**config.mk**
```make
export PLATFORM = sky130hd
export DESIGN_NAME = prefix_tree_scan
export DESIGN_NICKNAME = d
export VERILOG_FILES = /design/src/rtl/prefix_tree_pkg.sv /design/src/rtl/prefix_op_cell.sv /design/src/rtl/prefix_up_stage.sv /design/src/rtl/prefix_down_stage.sv /design/src/rtl/prefix_seq_ctrl.sv /design/src/rtl/prefix_tree_scan.sv
export SDC_FILE = /design/constraint.sdc
export NUM_CORES = 1
export LEC_CHECK = 0
export ABC_AREA = 1
export CAP_MARGIN = 25
export CORE_MARGIN = 3
export CORE_UTILIZATION = 47
export DETAILED_ROUTE_END_ITERATION = 7
export GPL_ROUTABILITY_DRIVEN = 0
export PLACE_DENSITY = 0.69
export RECOVER_POWER = 50
export SYNTH_ARGS = -nofsm -noshare
export SYNTH_HDL_FRONTEND = slang
export SYNTH_SLANG_ARGS = --single-unit
```
**constraint.sdc**
```tcl
create_clock -name clk_i -period 4.3 [get_ports clk_i]
set_input_delay 0.645 -clock clk_i [delete_from_list [all_inputs] [get_ports clk_i]]
set_output_delay 0.645 -clock clk_i [all_outputs]
set_load 0.02 [all_outputs]
```
**src/rtl/prefix_tree_pkg.sv**
```systemverilog
package prefix_tree_pkg;

  typedef enum logic [0:0] {
    OP_ADD = 1'b0,
    OP_XOR = 1'b1
  } scan_op_e;

  // words of upward sums kept at level l (level 1 full, higher levels drop the unused last node)
  function automatic int unsigned up_size(input int unsigned n, input int unsigned l);
    return (l == 1) ? n / 2 : (n >> l) - 1;
  endfunction

  function automatic int unsigned up_off(input int unsigned n, input int unsigned l);
    int unsigned s;
    s = 0;
    for (int unsigned m = 1; m < l; m++) s += up_size(n, m);
    return s;
  endfunction

  function automatic int unsigned dn_off(input int unsigned n, input int unsigned l);
    int unsigned s;
    s = 0;
    for (int unsigned m = 1; m < l; m++) s += n >> m;
    return s;
  endfunction

endpackage

```
**src/rtl/prefix_op_cell.sv**
```systemverilog
module prefix_op_cell
  import prefix_tree_pkg::*;
#(
  parameter int unsigned W  = 16,
  parameter scan_op_e    OP = OP_ADD
) (
  input  logic [W-1:0] a_i,
  input  logic [W-1:0] b_i,
  output logic [W-1:0] y_o
);

  if (OP == OP_XOR) begin : g_xor
    assign y_o = a_i ^ b_i;
  end else begin : g_add
    assign y_o = a_i + b_i;
  end

endmodule

```
**src/rtl/prefix_up_stage.sv**
```systemverilog
module prefix_up_stage
  import prefix_tree_pkg::*;
#(
  parameter int unsigned W   = 16,
  parameter int unsigned CNT = 4,
  parameter scan_op_e    OP  = OP_ADD
) (
  input  logic                        clk_i,
  input  logic                        rst_ni,
  input  logic [2*CNT-1:0][W-1:0]     kid_i,
  output logic [CNT-1:0][W-1:0]       sum_o
);

  logic [CNT-1:0][W-1:0] sum_d;

  for (genvar k = 0; k < CNT; k++) begin : g_node
    prefix_op_cell #(.W(W), .OP(OP)) u_op (
      .a_i(kid_i[2*k]),
      .b_i(kid_i[2*k+1]),
      .y_o(sum_d[k])
    );
  end

  always_ff @(posedge clk_i or negedge rst_ni) begin
    if (!rst_ni) sum_o <= '0;
    else         sum_o <= sum_d;
  end

endmodule

```
**src/rtl/prefix_down_stage.sv**
```systemverilog
module prefix_down_stage
  import prefix_tree_pkg::*;
#(
  parameter int unsigned W   = 16,
  parameter int unsigned CNT = 2,
  parameter scan_op_e    OP  = OP_ADD
) (
  input  logic                        clk_i,
  input  logic                        rst_ni,
  input  logic [CNT-1:0][W-1:0]       par_i,
  input  logic [CNT-1:0][W-1:0]       left_i,
  output logic [2*CNT-1:0][W-1:0]     kid_o
);

  logic [2*CNT-1:0][W-1:0] kid_d;

  for (genvar k = 0; k < CNT; k++) begin : g_node
    assign kid_d[2*k] = par_i[k];
    // right child sees everything left of it: parent prefix plus left subtree
    prefix_op_cell #(.W(W), .OP(OP)) u_op (
      .a_i(par_i[k]),
      .b_i(left_i[k]),
      .y_o(kid_d[2*k+1])
    );
  end

  always_ff @(posedge clk_i or negedge rst_ni) begin
    if (!rst_ni) kid_o <= '0;
    else         kid_o <= kid_d;
  end

endmodule

```
**src/rtl/prefix_seq_ctrl.sv**
```systemverilog
module prefix_seq_ctrl #(
  parameter int unsigned LAT = 6
) (
  input  logic clk_i,
  input  logic rst_ni,
  input  logic start_i,
  output logic busy_o,
  output logic load_o,
  output logic fire_o
);

  localparam int unsigned CW = $clog2(LAT);

  logic          busy_q;
  logic [CW-1:0] cnt_q;

  assign load_o = start_i && !busy_q;
  assign fire_o = busy_q && (cnt_q == CW'(LAT - 1));
  assign busy_o = busy_q;

  always_ff @(posedge clk_i or negedge rst_ni) begin
    if (!rst_ni) begin
      busy_q <= 1'b0;
      cnt_q  <= '0;
    end else if (load_o) begin
      busy_q <= 1'b1;
      cnt_q  <= '0;
    end else if (fire_o) begin
      busy_q <= 1'b0;
    end else if (busy_q) begin
      cnt_q  <= cnt_q + 1'b1;
    end
  end

endmodule

```
**src/rtl/prefix_tree_scan.sv**
```systemverilog
module prefix_tree_scan
  import prefix_tree_pkg::*;
#(
  parameter int unsigned N  = 8,   // power of two, at least 4
  parameter int unsigned W  = 16,
  parameter scan_op_e    OP = OP_ADD
) (
  input  logic           clk_i,
  input  logic           rst_ni,
  input  logic           start_i,
  input  logic [N*W-1:0] data_i,
  output logic           busy_o,
  output logic           done_o,
  output logic [N*W-1:0] prefix_o
);

  localparam int unsigned L    = $clog2(N);
  localparam int unsigned LAT  = 2 * L;
  localparam int unsigned UTOT = up_off(N, L);
  localparam int unsigned DTOT = dn_off(N, L);
  localparam int unsigned HALF = N / 2;

  logic                     load, fire;
  logic [N-1:0][W-1:0]      leaf_q;
  logic [UTOT-1:0][W-1:0]   up_flat;
  logic [DTOT-1:0][W-1:0]   dn_flat;
  logic [N-1:0][W-1:0]      out_d, out_q;
  logic                     done_q;

  prefix_seq_ctrl #(.LAT(LAT)) u_ctrl (
    .clk_i  (clk_i),
    .rst_ni (rst_ni),
    .start_i(start_i),
    .busy_o (busy_o),
    .load_o (load),
    .fire_o (fire)
  );

  always_ff @(posedge clk_i or negedge rst_ni) begin
    if (!rst_ni)   leaf_q <= '0;
    else if (load) leaf_q <= data_i;
  end

  // upward sweep: levels 1 .. L-1 (root total is never needed)
  for (genvar l = 1; l < L; l++) begin : g_up
    localparam int unsigned CNT = up_size(N, l);
    localparam int unsigned OFS = up_off(N, l);
    if (l == 1) begin : g_first
      prefix_up_stage #(.W(W), .CNT(CNT), .OP(OP)) u_stage (
        .clk_i (clk_i),
        .rst_ni(rst_ni),
        .kid_i (leaf_q),
        .sum_o (up_flat[OFS +: CNT])
      );
    end else begin : g_inner
      prefix_up_stage #(.W(W), .CNT(CNT), .OP(OP)) u_stage (
        .clk_i (clk_i),
        .rst_ni(rst_ni),
        .kid_i (up_flat[up_off(N, l-1) +: 2*CNT]),
        .sum_o (up_flat[OFS +: CNT])
      );
    end
  end

  // downward sweep: node at level l feeds its children at level l-1
  for (genvar l = 2; l <= L; l++) begin : g_dn
    localparam int unsigned CNT  = N >> l;
    localparam int unsigned LOFS = up_off(N, l-1);
    localparam int unsigned KOFS = dn_off(N, l-1);
    logic [CNT-1:0][W-1:0] par_w, left_w;

    if (l == L) begin : g_root
      assign par_w = '0;  // identity into the root
    end else begin : g_mid
      assign par_w = dn_flat[dn_off(N, l) +: CNT];
    end

    for (genvar k = 0; k < CNT; k++) begin : g_left
      assign left_w[k] = up_flat[LOFS + 2*k];
    end

    prefix_down_stage #(.W(W), .CNT(CNT), .OP(OP)) u_stage (
      .clk_i (clk_i),
      .rst_ni(rst_ni),
      .par_i (par_w),
      .left_i(left_w),
      .kid_o (dn_flat[KOFS +: 2*CNT])
    );
  end

  // last level turns exclusive prefixes into inclusive ones, one node deep
  for (genvar k = 0; k < HALF; k++) begin : g_out
    prefix_op_cell #(.W(W), .OP(OP)) u_even (
      .a_i(dn_flat[k]),
      .b_i(leaf_q[2*k]),
      .y_o(out_d[2*k])
    );
    prefix_op_cell #(.W(W), .OP(OP)) u_odd (
      .a_i(dn_flat[k]),
      .b_i(up_flat[k]),
      .y_o(out_d[2*k+1])
    );
  end

  always_ff @(posedge clk_i or negedge rst_ni) begin
    if (!rst_ni) begin
      out_q  <= '0;
      done_q <= 1'b0;
    end else begin
      done_q <= fire;
      if (fire) out_q <= out_d;
    end
  end

  assign prefix_o = out_q;
  assign done_o   = done_q;

endmodule

```
---- Word level (Yosys, flattened, before mapping) ----
Cells that the tools add are included.
storage, ports and cells
  bits in registers ....................... 405
  output and inout port bits .............. 130
  logic and storage cells ................. 54
cells by class
  add/subtract/negate cells ............... 13
  equality and inequality tests ........... 2
  muxes and demuxes ....................... 5
  reductions and logical operators ........ 6
operators with widths
  cell                                         number
  adder 16 bit                                 12
  2-to-1 mux 3 bit                             3
  nonzero test 2 bit                           2
  adder 3 x 1 -> 3 bit, second input constant  1
  == test 3 bit, second input constant         1
  logical AND 1 bit                            2
  2-to-1 mux 1 bit                             2
  != test 2 bit, second input constant         1
  AND reduction 2 bit                          1
  logical NOT 1 bit                            1

---- Depth between registers and ports, before layout ----
Gate-level depths: netlist of run 1.
  depth in word-level cells ............... 4
  depth in mapped cells ................... 11

---- Modules after synthesis ----
Synthesis of run 1 repeated with hierarchy kept, for this count alone.
unflattened totals
  cell total of the unflattened synthesis .. 4,104
  area total of the unflattened synthesis .. 29,399.4 µm²
by module, submodules not included
  module                                                       times used  cells an instance  area an instance (µm²)
  prefix_tree_scan                                             1           1,084              9,948.3
  prefix_op_cell (g_dn[2].u_stage.g_node[0].u_op ...)          6           176                930.9
  prefix_op_cell (g_out[3].u_even ...)                         5           175                914.6
  prefix_op_cell (g_dn[2].u_stage.g_node[1].u_op ...)          3           176                928.4
  prefix_op_cell (g_up[1].g_first.u_stage.g_node[3].u_op ...)  2           179                938.4
  prefix_down_stage (g_dn[2].u_stage)                          1           64                 1,601.5
  prefix_up_stage (g_up[1].g_first.u_stage)                    1           64                 1,601.5
  prefix_down_stage (g_dn[3].u_stage)                          1           32                 800.8
  prefix_up_stage (g_up[2].g_inner.u_stage)                    1           16                 400.4
  prefix_seq_ctrl                                              1           27                 226.5

---- Least setup slack after synthesis of run 1 ----
Ideal clock, no wire load.
  kind .................................... reg-to-reg
  start point ............................. register g_dn[2].u_stage.kid_o[16] in the netlist's numbering
  end point ............................... register out_q (netlist bit prefix_o[54])
  setup time .............................. 0.118 ns
  arrival ................................. 1.653 ns
  data required time ...................... 4.182 ns
  slack ................................... 2.529 ns
  cell stages (with the launch flop) ...... 10
  buffers on the path ..................... 0
  cell sequence ........................... dfrtp_1 -> ha_1 -> fa_1 -> nand2_1 -> nand2_1 -> nand3_1 -> nand2_1 -> or2_2 -> nand3_1 -> nand2_1
between the ends
  word-level cells in the longest chain between the ends .. 1
RTL lines
  what                    line                     source
  start, declared         prefix_down_stage.sv:12  output logic [2*CNT-1:0][W-1:0] kid_o
  start signal, assigned  prefix_down_stage.sv:29  else kid_o <= kid_d;
  adder 16 bit            prefix_op_cell.sv:15     assign y_o = a_i + b_i;
  end signal, assigned    prefix_tree_scan.sv:111  if (fire) out_q <= out_d;
  end, declared           prefix_tree_scan.sv:27   logic [N-1:0][W-1:0] out_d, out_q;
Every way passes these cells.
A chain may end at the register's enable or synchronous reset.

==> impl_metrics.toml, run 1 <==
[critical_path]
r2r_start = "u_ctrl.cnt_q[0]"
startpoint_type = "input port"
path_cells = "clkbuf_2 -> clkbuf_2"
cp.required_ns = 4.91
crit_type = "input port to async pin"
critPathTopFamily = "buffers and inverters"
slowest_delay_ns = 1.82
worstPathArrival_ns = 3.42
worstPathMaxFanout = 103
slowest_stage = "clkbuf_2"
rr_worst_depth = 6
r2r_end = "prefix_o[83]"
crit_buf_inv = 2
cp-end-kind = "async pin"
cp_common_cell = "clkbuf_2"
ff2ff_setup_slack_ns = 1.98

[sta]
grt_setup_unrepaired = "false"
finalHoldViolCount = 0
fin_crit_sh_pct = 65.4
fmax_ghz = 0.356
final_max_slew_viol_count = 100
slew_headroom_pct = -75.5
worstMarginPinSlew_ns = 2.63
tns_ns = 0
setup_viol = 0
layout_min_cycle_time_ns = 2.81
finClkSkew_ns = 0.0207

[synth]
ys_async_sr_fraction_pct = 100
synthesis.nets = 3139
syn_avg_cell_area_um2 = 8.21
ys_top_cells_by_count = "977 x nand2_1, 405 x dfrtp_1, 329 x inv_1"
netlist_area_mm2 = 0.0231
synth_top_area_share_pct = 43.9
synthTopCellsByArea = "dfrtp_1 44%, nand2_1 16%, ha_1 9.9%"
ys_warn_count = 0
synth_cell_types = 29
synthFlopType = "dfrtp_1"
synth_seq_cells = 405
synth_cells = 2814
synth_largest_area_cell = "dfrtp_1"
synth_edf_count = 0
yosysMostFrequentCell = "nand2_1"
synth.yosys.seq_area_share_pct = 43.9

[cts]
cts_hold_buf = 0
cts_tree = "yes"
post_cts.repair.setup_buffers = 0
clock_latency_ns = 0.58
cts_max_level = 2
clkTransAtPathRegs_ns = 0.06
cts_resized = 0
clock_path_buffers = 3
cts_made_buffers = 45
root_buffer = "clkbuf_16"
cts_sinks = 405

[drt]
vias = 19200
remaining_drc_errors = 0
ant_nets = 0
wl_per_cell_um = 15.5
vias_per_cell = 5.08
drtPass1Iterations = 5
drtIter0Drc = 1260
drt_wl_total_um = 58700

[layout]
fin_nets = 3413
multiInputGateArea_mm2 = 0.0116
final_area_mm2 = 0.0280
fin_util_pct = 58.2
ff_latch_area_mm2 = 0.0101
diodes = 0
fillCellCount = 4240
drive_above_1_share_pct = 6.92
syn_to_final_growth_pct = 21.3

[hold_path]
holdPathStages = 0
hold_class = "flop to flop"
holdCritStartpoint = "g_up[2].g_inner.u_stage.sum_o[2]"
hold_end = "g_dn[3].u_stage.kid_o[18]"

[status]
outcome = "complete, but fails checks"
violations = "max-capacitance violations, max-slew violations"

[place]
dp_hpwl_um = 45200
port_buffers = 260
place_area_mm2 = 0.0265

[floorplan]
die_w_um = 228
coreArea_mm2 = 0.0481
dieHeight_um = 228
initial_core_util_pct = 48.0
ios = 261
dieArea_mm2 = 0.0519
rows = 80

[global_routing]
grt_usage_pct = 22.7
antenna_found_initial = 0
grt_pass1_wl_um = 96700
grt_overflow = 0
grt_pass1_vias = 18900
grt_max_degree = 108

[flow_run]
cap_violations = 1
==> cell families after synthesis <==
family | Yosys count | synth area share, %
muxes | 112 | 5.46
AOI/OAI and AO/OA | 251 | 5.72
and+or+nand+nor | 1379 | 24.2
DFF | 405 | 43.9
buffers and inverters | 375 | 6.19
xor gates and xnor gates | 98 | 3.71
adders and majority gates | 194 | 10.9
==> cells in the final DEF, fill, tap and decap left out, types with 47 or more instances in the layout <==
master           instances
dfrtp_1                405
clkdlybuf4s50_1        259
mux2_2                 112
a21oi_1                147
xor2_1                  53
nand3_1                181
ha_1                   182
nor2_1                 150
clkbuf_16               47
nand2_1                976
inv_1                  329
==> worst max-delay path by stage <==
| stage | from | endpoint | slack, ns | depth (start not counted) |
|---|---|---|---|---|
| after global placement | start_i | leaf_q[96] | 1.77 | 4 |
| after global routing | rst_ni | g_up[1].g_first.u_stage.sum_o[47] | 0.92 | 2 |
| after CTS | prefix_o[31] | prefix_o[31] | 1.97 | 1 |
| final | rst_ni | g_up[1].g_first.u_stage.sum_o[47] | 1.49 | 2 |
| after floorplan | g_dn[2].u_stage.kid_o[16] | prefix_o[54] | 2.53 | 9 |
| after detailed placement | start_i | leaf_q[100] | 1.75 | 4 |
==> metrics by stage <==
stage,std cells,setup slack (ns),hold WS (ns)
detailed placement,3697,1.75,0.340
floorplan,2814,2.53,0.331
CTS,3777,1.97,0.135
global placement,3697,1.77,0.334
global route,3777,0.918,0.357
finish,3777,1.49,0.348
==> registers in the layout, summed over array words and instances, names as in the netlist <==
name,cells
g_up.g_inner.u_stage.sum_o,16
g_up.g_first.u_stage.sum_o,64
done_o,1
prefix_o,128
u_ctrl.cnt_q,3
u_ctrl.busy_o,1
leaf_q,128
g_dn.u_stage.kid_o,64
==> worst reg2reg max path: cells and delay by family (launching register included) <==
kind | cells | cell delay (ns)
buffers and inverters | 3 | 1.29
DFF | 1 | 0.41
adders and majority gates | 1 | 0.21
AOI/OAI and AO/OA | 1 | 0.19
and+or+nand+nor | 1 | 0.07
==> area by class of cell <==
cell class | instances | area share, %
Sequential cell | 405 | 36.2
Timing Repair Buffer | 270 | 9.75
Clock inverter | 19 | 0.835
Tap cell | 656 | 2.93
Inverter | 332 | 4.46
Multi-Input combinational cell | 2034 | 41.2
Clock buffer | 61 | 4.63
==> routing by layer <==
| layer | share of wire, % | GRT usage, % | wire, um | vias up |
|---|---|---|---|---|
| li1 | - | - | - | 9578 |
| met1 | 44 | 29.4 | 25600 | 8963 |
| met2 | 48 | 39.1 | 28100 | 512 |
| met3 | 4.8 | 3.01 | 2840 | 130 |
| met4 | 3.6 | 8.32 | 2100 | 0 |
| met5 | 0 | 0 | 0 | - |
Power of run 1 is left out: the tool's default activity adds up to more than one toggle a clock period on the data nets, which glitch-free logic cannot reach.
==> inputs of run 2 (changes only) <==
--- a/config.mk
+++ b/config.mk
@@ -11,7 +11,7 @@
 export CORE_UTILIZATION = 47
 export DETAILED_ROUTE_END_ITERATION = 7
 export GPL_ROUTABILITY_DRIVEN = 0
-export PLACE_DENSITY = 0.69
+export PLACE_DENSITY = 0.71
 export RECOVER_POWER = 50
 export SYNTH_ARGS = -nofsm -noshare
 export SYNTH_HDL_FRONTEND = slang
==> constraint.sdc (replaced) <==
create_clock -name clk_i -period 2.4 [get_ports clk_i]
set_input_delay 0.36 -clock clk_i [delete_from_list [all_inputs] [get_ports clk_i]]
set_output_delay 0.36 -clock clk_i [all_outputs]
set_load 0.02 [all_outputs]
==> impl_metrics.toml, run 2 (same netlist as run 1, synthesis figures left out) <==
[critical_path]
cp.required_ns = 2.04
crit_buf_inv = 1
startpoint_type = "flop"
slowest_delay_ns = 0.73
slowest_stage = "clkdlybuf4s50_1"
cp-end-kind = "output pin"
critPathTopFamily = "buffers and inverters"
crit_type = "flop to output pin"
worstPathMaxFanout = 2
worstPathArrival_ns = 1.66
path_cells = "clkdlybuf4s50_1"

[drt]
wl_per_cell_um = 15.9
vias = 19300
vias_per_cell = 5.08
drtPass1Iterations = 7
drt_wl_total_um = 60200
remaining_drc_errors = 0
drtIter0Drc = 1190
ant_nets = 0

[sta]
fmax_ghz = 0.496
fin_crit_sh_pct = 84.0
worst_slack_ns = 0.384
grt_setup_unrepaired = "false"
setup_viol = 0
tns_ns = 0
worstMarginPinSlew_ns = 1.15
final_max_slew_viol_count = 0
finClkSkew_ns = 0.0186
slew_headroom_pct = 23.3
finalHoldViolCount = 0
layout_min_cycle_time_ns = 2.02

[floorplan]
rows = 80
dieHeight_um = 228
dieArea_mm2 = 0.0519
coreArea_mm2 = 0.0481
ios = 261
die_w_um = 228
initial_core_util_pct = 48.0

[layout]
fin_nets = 3425
drive_above_1_share_pct = 7.27
final_cells = 3793
fillCellCount = 4233
final_area_mm2 = 0.0282
layout_common_cells = "977 x nand2_1, 405 x dfrtp_1, 330 x inv_1, 259 x clkdlybuf4s50_1, 182 x ha_1"
final_common_cell = "nand2_1"
diodes = 0
syn_to_final_growth_pct = 22.0
multiInputGateArea_mm2 = 0.0115
ff_latch_area_mm2 = 0.0101

[global_routing]
grt_usage_pct = 23.2
grt_overflow = 0
antenna_found_initial = 0
grt_pass1_wl_um = 99000
grt_pass1_vias = 19300
grt_max_degree = 80

[status]
outcome = "completed"

[place]
place_area_mm2 = 0.0267
dp_slack_ns = 0.432
dp_hpwl_um = 46700
dpl.cell_count = 3707
port_buffers = 260

[cts]
cts_sinks = 405
cts_made_buffers = 46
cts_tree = "yes"
cts_max_level = 2
cts_resized = 0
clkTransAtPathRegs_ns = 0.07
root_buffer = "clkbuf_16"
clock_path_buffers = 3
clock_latency_ns = 0.58
post_cts.repair.setup_buffers = 0

[hold_path]
hold_class = "input port to async pin"

[flow_run]
cap_violations = 0
run 2: what timing repair did:
action,4_1_cts,5_1_grt
hold buffers,1,0
endpoints found under the setup margin,0,0
endpoints found under the hold margin,46,0
run 2: metrics by stage:
step | util, % | hold slack, ns
4_1_cts | 58.7 | 0.324
3_3_place_gp | 55.4 | 0.337
3_5_place_dp | 55.4 | 0.336
5_1_grt | 58.6 | 0.355
2_1_floorplan | - | 0.0644
6_report | 58.6 | 0.318
run 2: metal layers:
metal / track usage [%] / vias up / routed length [um]
met3: 2.93 / 122 / 2940
li1: - / 9574 / -
met5: 0 / - / 0
met2: 40.0 / 554 / 29300
met4: 7.84 / 0 / 1840
met1: 30.3 / 9006 / 26100
run 2: path summary, 6_finish.rpt:
kind | from | to | slack, ns | cells past startpoint
min reg2reg | g_up[2].g_inner.u_stage.sum_o[8] | g_dn[3].u_stage.kid_o[24] | 0.35 | 0
max reg2reg | g_dn[2].u_stage.kid_o[16] | prefix_o[56] | 0.41 | 9
max in group asynchronous | rst_ni | g_dn[3].u_stage.kid_o[22] | 0.62 | 3
max | prefix_o[25] | prefix_o[25] | 0.38 | 1
min in group clk_i | g_up[2].g_inner.u_stage.sum_o[8] | g_dn[3].u_stage.kid_o[24] | 0.35 | 0
min | rst_ni | g_up[1].g_first.u_stage.sum_o[18] | 0.32 | 2
run 2: final cells by class:
type                    instances  share of cell area [%]
clock inverters                24                    1.03
multi-input cells            2034                    40.9
clock buffers                  61                    4.67
well taps                     656                    2.91
inverters                     332                    4.44
repair buffers                281                    10.1
flip-flops and latches        405                    35.9
Power of run 2 is left out for the same reason.
==> inputs of run 3 (changes only) <==
==> constraint.sdc (replaced) <==
create_clock -name clk_i -period 1.73 [get_ports clk_i]
set_input_delay 0.2595 -clock clk_i [delete_from_list [all_inputs] [get_ports clk_i]]
set_output_delay 0.2595 -clock clk_i [all_outputs]
set_load 0.02 [all_outputs]
==> impl_metrics.toml, run 3 (same netlist as run 1, synthesis figures left out) <==
[critical_path]
cp-end-kind = "flop"
worstPathMaxFanout = 6
worstPathArrival_ns = 2.25
cp.required_ns = 2.17
crit_type = "flop to flop"
startpoint_type = "flop"

[hold_path]
hold_class = "input port to flop"

[global_routing]
grt_pass1_vias = 19800
grt_pass1_wl_um = 100000
grt_max_degree = 53
grt_usage_pct = 23.6
antenna_found_initial = 1
grt_overflow = 0

[drt]
drtPass1Iterations = 6
remaining_drc_errors = 0
vias = 20400
wl_per_cell_um = 17.5
drtIter0Drc = 1368
vias_per_cell = 5.25
drt_wl_total_um = 68000
ant_nets = 0

[cts]
clkTransAtPathRegs_ns = 0.06
root_buffer = "clkbuf_16"
cts_sinks = 405
clock_path_buffers = 3
cts_made_buffers = 45
clock_latency_ns = 0.57
cts_max_level = 2
cts_tree = "yes"

[floorplan]
die_w_um = 228
dieArea_mm2 = 0.0519
dieHeight_um = 228
rows = 80
coreArea_mm2 = 0.0481
initial_core_util_pct = 48.0
ios = 261

[sta]
grt_setup_unrepaired = "true"
layout_min_cycle_time_ns = 1.81
final_max_slew_viol_count = 0
slew_headroom_pct = 47.8
finalHoldViolCount = 0
fin_crit_sh_pct = 104
worstMarginPinSlew_ns = 0.783
finClkSkew_ns = 0.0123
fmax_ghz = 0.553
setup_viol = 14
worst_slack_ns = -0.0771

[layout]
final_common_cell = "nand2_1"
fin_util_pct = 64.7
syn_to_final_growth_pct = 34.8
fin_nets = 3518
drive_above_1_share_pct = 22.8
layout_common_cells = "881 x nand2_1, 364 x dfrtp_1, 327 x inv_1, 144 x nor2_1, 130 x dlygate4sd2_1"
final_area_mm2 = 0.0311

[place]
port_buffers = 260
dp_hpwl_um = 48000
place_area_mm2 = 0.0274

[flow_run]
cap_violations = 0

[status]
outcome = "complete, but fails checks"
violations = "negative setup slack"
==> run 3: final timing paths <==
check	startpoint	endpoint	slack, ns	cells after the start
setup reg to reg	leaf_q[41]	g_up[1].g_first.u_stage.sum_o[29]	-0.08	8
setup / recovery	leaf_q[41]	g_up[1].g_first.u_stage.sum_o[29]	-0.08	8
hold reg to reg	g_up[2].g_inner.u_stage.sum_o[4]	g_dn[3].u_stage.kid_o[20]	0.34	0
hold / removal	data_i[5]	leaf_q[5]	0.27	3
max in group asynchronous	rst_ni	g_dn[2].u_stage.kid_o[58]	0.19	3
min in group asynchronous	rst_ni	prefix_o[8]	0.33	2
==> run 3: critical path: stages, from the launching register on <==
cell and delay (ns):
dfrtp_1 0.46, ha_1 0.41, nand2_1 0.10, nor2_1 0.13, inv_1 0.09, nor3_1 0.19
nand2_1 0.12, nand3_1 0.10, nand2_1 0.07
==> run 3: cell type report <==
| type | instances | area [um2] |
|---|---|---|
| sequential | 405 | 10200 |
| clock buffer | 62 | 1290 |
| fill | 3802 | 17000 |
| tap | 656 | 821 |
| timing repair buffer | 375 | 3490 |
| clock inverter | 16 | 164 |
| multi-input combinational | 2034 | 13900 |
| antenna | 1 | 2.50 |
| inverter | 332 | 1260 |
==> run 3: repair_timing <==
action / 4_1_cts / 5_1_grt
gates cloned: 0 / 3
setup endpoints to repair: 227 / 150
buffers inserted: 3 / 9
endpoints found under the hold margin: 37 / 0
gates resized for setup: 213 / 396
hold buffers: 1 / 0
pin swaps: 20 / 75
==> run 3: stage by stage <==
stage / TNS [ns] / worst slack, ns / hold slack (ns) / std cells
final: -0.289 / -0.0771 / 0.272 / 3881
after global routing: -4.42 / -0.141 / 0.257 / 3881
after CTS: -0.0327 / -0.0213 / 0.221 / 3869
after detailed placement: -2.77 / -0.124 / 0.252 / 3787
after global placement: -0.697 / -0.0891 / 0.250 / 3787
after floorplan: 0 / 0.0157 / -0.0361 / 2814
==> run 3: per-layer routing <==
layer,track usage [%],part of all wire [%],up-vias
li1,-,-,9771
met1,29.5,39,9664
met2,41.0,50,723
met3,3.38,5.7,200
met4,9.93,4.9,0
met5,0,0,-
Power of run 3 is left out for the same reason.
